## config.mk

```make
export PLATFORM = sky130hd
export DESIGN_NAME = dest_addr_filter
export DESIGN_NICKNAME = d
export VERILOG_FILES = /design/src/rtl/daf_pkg.sv /design/src/rtl/daf_crc_step.sv /design/src/rtl/daf_hash_lookup.sv /design/src/rtl/daf_station_byte.sv /design/src/rtl/dest_addr_filter.sv
export SDC_FILE = /design/constraint.sdc
export NUM_CORES = 1
export LEC_CHECK = 0
export BUFFER_PORTS_ARGS = -buffer_cell sky130_fd_sc_hd__buf_2
export CORE_ASPECT_RATIO = 1.1
export CORE_UTILIZATION = 56
export CTS_CLUSTER_SIZE = 12
export DETAILED_ROUTE_END_ITERATION = 8
export PLACE_DENSITY = 0.95
export SYNTH_ARGS = -nofsm -noshare
export SYNTH_HDL_FRONTEND = slang
export SYNTH_SLANG_ARGS = --single-unit
export TNS_END_PERCENT = 20
```

## constraint.sdc

```tcl
create_clock -name clk -period 7.6 [get_ports clk]
set_input_delay 2.28 -clock clk [delete_from_list [all_inputs] [get_ports clk]]
set_output_delay 2.28 -clock clk [all_outputs]
set_load 0.02 [all_outputs]
```

## src/rtl/daf_pkg.sv

```systemverilog
package daf_pkg;
    localparam int ADDR_BYTES = 6;
    localparam int BYTE_W     = 8;
    localparam int POS_W      = $clog2(ADDR_BYTES + 1);
    localparam int CRC_W      = 32;
    localparam logic [CRC_W-1:0] CRC_POLY = 32'hEDB88320;
    localparam int HASH_IDX_W = 6;
    localparam int HASH_BITS  = 2 ** HASH_IDX_W;
    localparam int HASH_HALF  = HASH_BITS / 2;
    localparam int STA_LO_W   = 32;
    localparam int STA_HI_W   = ADDR_BYTES * BYTE_W - STA_LO_W;

    typedef struct packed {
        logic [POS_W-1:0] cnt;     // bytes taken so far, 0 = idle
        logic [CRC_W-1:0] crc;     // running CRC register
        logic             uc_hit;  // all bytes so far equal the station bytes
        logic             bc_hit;  // all bytes so far are 0xFF
        logic             mc;      // group bit of byte 0
        logic             done;
        logic             accept;
    } daf_state_t;
endpackage

```

## src/rtl/daf_crc_step.sv

```systemverilog
module daf_crc_step #(
    parameter int DATA_W = 8,
    parameter int CRC_W  = 32,
    parameter logic [CRC_W-1:0] POLY = 32'hEDB88320
) (
    input  logic [CRC_W-1:0]  crc_i,
    input  logic [DATA_W-1:0] data_i,
    output logic [CRC_W-1:0]  crc_o
);
    logic [CRC_W-1:0] acc;

    // Reflected serial CRC, data LSB first, unrolled over one byte.
    always_comb begin
        acc = crc_i;
        for (int i = 0; i < DATA_W; i++) begin
            acc = (acc >> 1) ^ ((acc[0] ^ data_i[i]) ? POLY : '0);
        end
        crc_o = acc;
    end
endmodule

```

## src/rtl/daf_hash_lookup.sv

```systemverilog
module daf_hash_lookup #(
    parameter int IDX_W = 6,
    localparam int HALF = (2 ** IDX_W) / 2
) (
    input  logic [HALF-1:0]  lo_i,
    input  logic [HALF-1:0]  hi_i,
    input  logic [IDX_W-1:0] idx_i,
    output logic             hit_o
);
    // Top index bit picks the half, the rest picks the bit.
    assign hit_o = idx_i[IDX_W-1] ? hi_i[idx_i[IDX_W-2:0]] : lo_i[idx_i[IDX_W-2:0]];
endmodule

```

## src/rtl/daf_station_byte.sv

```systemverilog
module daf_station_byte #(
    parameter int N_BYTES = 6,
    parameter int BYTE_W  = 8,
    parameter int LO_W    = 32,
    parameter int POS_W   = 3,
    localparam int HI_W   = N_BYTES * BYTE_W - LO_W
) (
    input  logic [LO_W-1:0]   sta_lo_i,
    input  logic [HI_W-1:0]   sta_hi_i,
    input  logic [POS_W-1:0]  pos_i,
    output logic [BYTE_W-1:0] exp_o
);
    logic [N_BYTES*BYTE_W-1:0] flat;
    logic [BYTE_W-1:0]         sta_bytes [N_BYTES];

    // Wire byte 0 sits in the most significant byte of {hi, lo}.
    assign flat = {sta_hi_i, sta_lo_i};

    for (genvar k = 0; k < N_BYTES; k++) begin : g_split
        assign sta_bytes[k] = flat[(N_BYTES-k)*BYTE_W-1 -: BYTE_W];
    end

    always_comb begin
        exp_o = '0;
        for (int k = 0; k < N_BYTES; k++) begin
            if (pos_i == POS_W'(k)) exp_o = sta_bytes[k];
        end
    end
endmodule

```

## src/rtl/dest_addr_filter.sv

```systemverilog
module dest_addr_filter
    import daf_pkg::*;
(
    input  logic                clk,
    input  logic                rst_n,
    input  logic                sof_i,
    input  logic                byte_vld_i,
    input  logic [BYTE_W-1:0]   byte_i,
    input  logic [STA_LO_W-1:0] sta_lo_i,
    input  logic [STA_HI_W-1:0] sta_hi_i,
    input  logic [HASH_HALF-1:0] hash_lo_i,
    input  logic [HASH_HALF-1:0] hash_hi_i,
    input  logic                bcast_rej_i,
    input  logic                promisc_i,
    output logic                done_o,
    output logic                accept_o
);
    localparam logic [POS_W-1:0] LAST_POS = POS_W'(ADDR_BYTES - 1);

    daf_state_t s_d, s_q;

    logic             start, cont;
    logic [POS_W-1:0] pos;
    logic [CRC_W-1:0] crc_seed, crc_next;
    logic [BYTE_W-1:0] exp_byte;
    logic             hash_hit;
    logic             uc_n, bc_n, mc_n;

    assign start    = byte_vld_i & sof_i;
    assign cont     = byte_vld_i & ~sof_i & (s_q.cnt != '0);
    assign pos      = start ? '0 : s_q.cnt;
    assign crc_seed = start ? '1 : s_q.crc;

    daf_crc_step #(.DATA_W(BYTE_W), .CRC_W(CRC_W), .POLY(CRC_POLY)) u_crc (
        .crc_i  (crc_seed),
        .data_i (byte_i),
        .crc_o  (crc_next)
    );

    daf_station_byte #(.N_BYTES(ADDR_BYTES), .BYTE_W(BYTE_W), .LO_W(STA_LO_W), .POS_W(POS_W)) u_sta (
        .sta_lo_i (sta_lo_i),
        .sta_hi_i (sta_hi_i),
        .pos_i    (pos),
        .exp_o    (exp_byte)
    );

    daf_hash_lookup #(.IDX_W(HASH_IDX_W)) u_hash (
        .lo_i  (hash_lo_i),
        .hi_i  (hash_hi_i),
        .idx_i (crc_next[CRC_W-1 -: HASH_IDX_W]),
        .hit_o (hash_hit)
    );

    always_comb begin
        s_d        = s_q;
        s_d.done   = 1'b0;
        s_d.accept = 1'b0;
        uc_n = (start | s_q.uc_hit) & (byte_i == exp_byte);
        bc_n = (start | s_q.bc_hit) & (byte_i == '1);
        mc_n = start ? byte_i[0] : s_q.mc;
        if (start || cont) begin
            s_d.crc    = crc_next;
            s_d.uc_hit = uc_n;
            s_d.bc_hit = bc_n;
            s_d.mc     = mc_n;
            if (pos == LAST_POS) begin
                s_d.cnt    = '0;
                s_d.done   = 1'b1;
                s_d.accept = promisc_i
                           | uc_n
                           | (bc_n & ~bcast_rej_i)
                           | (mc_n & ~bc_n & hash_hit);
            end else begin
                s_d.cnt = pos + POS_W'(1);
            end
        end
    end

    always_ff @(posedge clk) begin
        if (!rst_n) begin
            s_q <= '{cnt: '0, crc: '1, uc_hit: 1'b0, bc_hit: 1'b0,
                     mc: 1'b0, done: 1'b0, accept: 1'b0};
        end else begin
            s_q <= s_d;
        end
    end

    assign done_o   = s_q.done;
    assign accept_o = s_q.accept;
endmodule

```

==> results.cfg <==
[outcome]
status = finished clean

[sta]
max_freq_ghz = 0.172
min_period_ps = 5820
timing.setup.tns_ps = 0
rsz0062_at_grt = false
worst_skew_ps = 4.11
hold_viol_final = 0
worstMarginPinSlew_ps = 1060
maxSlewHeadroom = 0.292
final.period_utilization = 0.765
final-setup-viol-count = 0
report.final.slew_viol_count = 0

[clocking]
post_cts_clock_slew_at_the_launch_and_capture_registers_of_the_worst_setup_and_hold_paths_ps = 80
cts_tree = yes
holdBufCountCts = 0
cts_max_path_buffers = 2
numCtsBuffers = 5
ctsResizeCount = 0
cts_setup_buffers = 0
ctsRootBufferMaster = clkbuf_8
cts.sink_count = 40
clock_insertion_delay_worst_skew_ps = 300
htreeDepth = 2

[die]
dieHeight_um = 87.9
initial_core_utilization = 0.595
fp.coreArea_um2 = 6310
floorplan.die_area_um2 = 7040
top_level_ports = 128
chipWidth_um = 80.1
placementRows = 30

[global_routing]
antenna_found_initial = 0
grt_overflow_total = 0
grt_max_degree = 67
track_usage = 0.309
first_global_vias = 3709
global_route_wire_length_before_repair_um = 16500

[layout]
synthToLayoutAreaGrowth_pct = 19.1
fin_nets = 670
final-instance-count-excl-fill = 624
antenna-diode-count = 0
num-fill-cells = 459
post_route_cells_drive_above_1_share = 0.292

[power_and_ir_drop]
p_sw_uw = 471
pwr-share-comb = 0.619
share_clk_of_total_power = 0.159
power.static_leakage_uw = 0.00194
p_sw_frac = 0.387
power.density_cell_area_nw_per_um2 = 273
internal_power_uw = 747
power.ir.vdd_worst_uv = 227
sequentialPowerShare = 0.222

[worst_setup_path]
timing.reg2reg.worst_path_depth = 9
critical_path_arrival_ps = 6020
crit_type = in -> reg
critPathRequiredTime_ps = 7800
startpoint_type = primary input
ff2ff_setup_slack_ps = 3670
endpoint_kind = register
cp_max_fo = 36

[synth]
synthesis.nets = 571
synth_area_leaders = dfxtp_1 21%, xnor2_1 17%, xor2_1 6.1%
yosysUniqueCellTypes = 57
syn-cell-area_um2 = 3750
synth_commonest_cells = 75 x xnor2_1, 58 x nand2_1, 46 x nor2_1
synthesis.yosys.warnings = 0
syn-instance-count = 444
yosys.area.top_type = dfxtp_1
synth-async-reset-ratio = 0
post-synth-top-count-cell = xnor2_1
synth_ff_type = dfxtp_1
synth_sequential_area_ratio = 0.213
syn_area_per_cell_um2 = 8.46
synth_enable_flop_cells = 0
flip_flop_and_latch_count_after_synthesis = 40
synth_top_area_share = 0.213

[detailed_routing]
routed_wire_length_um = 10300
drt-initial-drc-count = 284
route.detailed.drc = 0
vias = 3703
wl_per_cell_um = 16.5
post_drt_via_cell_ratio = 5.93
detail-route-antenna-nets = 0
drt_pre_antenna_iters = 5

[placed_design]
gpl.final_weighted_congestion = 0.943
io_buffers = 127
post_place_cells = 616
dp_hpwl_um = 7740

[worst_hold_path]
worst_hold_path_type = reg -> reg
min_path_cells = 2

[run]
timing.max_cap.violations = 0
path summary, 6_finish.rpt:
check                             from                   end
hold reg to reg   s_q[13]$_SDFFE_PN1N_  s_q[13]$_SDFFE_PN1N_
hold / removal    s_q[13]$_SDFFE_PN1N_  s_q[13]$_SDFFE_PN1N_
setup reg to reg   s_q[5]$_SDFFE_PN1N_   accept_o$_SDFF_PN0_
setup / recovery            byte_vld_i   accept_o$_SDFF_PN0_
layout by cell type (no fill, tap or decap), types with 3 or more instances in the layout:
master	count
buf_2	127
xnor2_1	75
nand2_1	58
nor2_1	46
dfxtp_1	40
o211ai_1	29
xor2_1	26
mux2i_1	12
mux4_2	9
a21oi_1	8
o21ai_0	7
inv_1	7
clkbuf_8	7
and2_1	5
nor3b_1	5
a31oi_1	5
mux4_1	5
a221oi_1	4
nand4_1	4
nand3_1	4
xnor3_1	3
nor3_1	3
o2111ai_1	3
buf_4	3
power groups by stage:
stage	Sequential [uW]	Clock (uW)	Combinational, uW
3_5_place_dp	273	0	748
5_1_grt	272	204	819
3_3_place_gp	271	0	721
2_1_floorplan	259	0	652
6_report	270	194	755
4_1_cts	268	195	754
through the flow:
stage / utilization / setup WS [ps] / area [um2] / total power (uW) / hold slack, ps
2_1_floorplan: - / 2520 / 3750 / 911 / 446
3_3_place_gp: 0.689 / 1680 / 4350 / 992 / 467
3_5_place_dp: 0.689 / 1510 / 4350 / 1020 / 473
4_1_cts: 0.709 / 1800 / 4470 / 1220 / 487
5_1_grt: 0.709 / 1520 / 4470 / 1290 / 515
6_report: 0.709 / 1780 / 4470 / 1220 / 488
layout make-up:
| type | count | area, um2 | area share |
|---|---|---|---|
| inverters | 7 | 26.3 | 0.00588 |
| clock inverters | 1 | 30.0 | 0.00672 |
| repair buffers | 130 | 658 | 0.147 |
| well taps | 80 | 100 | 0.0224 |
| flip-flops and latches | 40 | 801 | 0.179 |
| clock buffers | 7 | 96.3 | 0.0215 |
| multi-input cells | 359 | 2760 | 0.617 |
cells by family after synthesis:
family,count (synthesis),synth area share
XOR/XNOR,107,0.273
multiplexers,28,0.127
adder cells (fa/ha/maj),1,0.00333
AO/OA/AOI/OAI,79,0.153
flip-flops,40,0.213
AND/OR/NAND/NOR,144,0.177
buffers and inverters,45,0.0536
worst max-delay path, stage by stage:
cell and delay, ps:
buf_2 180, and2_1 390, buf_4 420, nor2_1 130
xnor2_1 470, xnor3_1 780, mux4_2 400, and3_1 190
o41ai_1 370, and4b_1 250, o21a_1 160
flip-flops by register name (all words and copies together) (netlist names):
register,flops
s_q,38
accept_o,1
done_o,1
metal layers:
metal  wire (um)  share of wire  up-vias  track usage
met1        3930           0.38     1706        0.335
li1            -              -     1753            -
met4         441          0.043        0        0.161
met2        5190           0.50      201        0.569
met5           0              0        -            0
met3         740          0.072       43       0.0604
(Power assumes the default switching activity.)
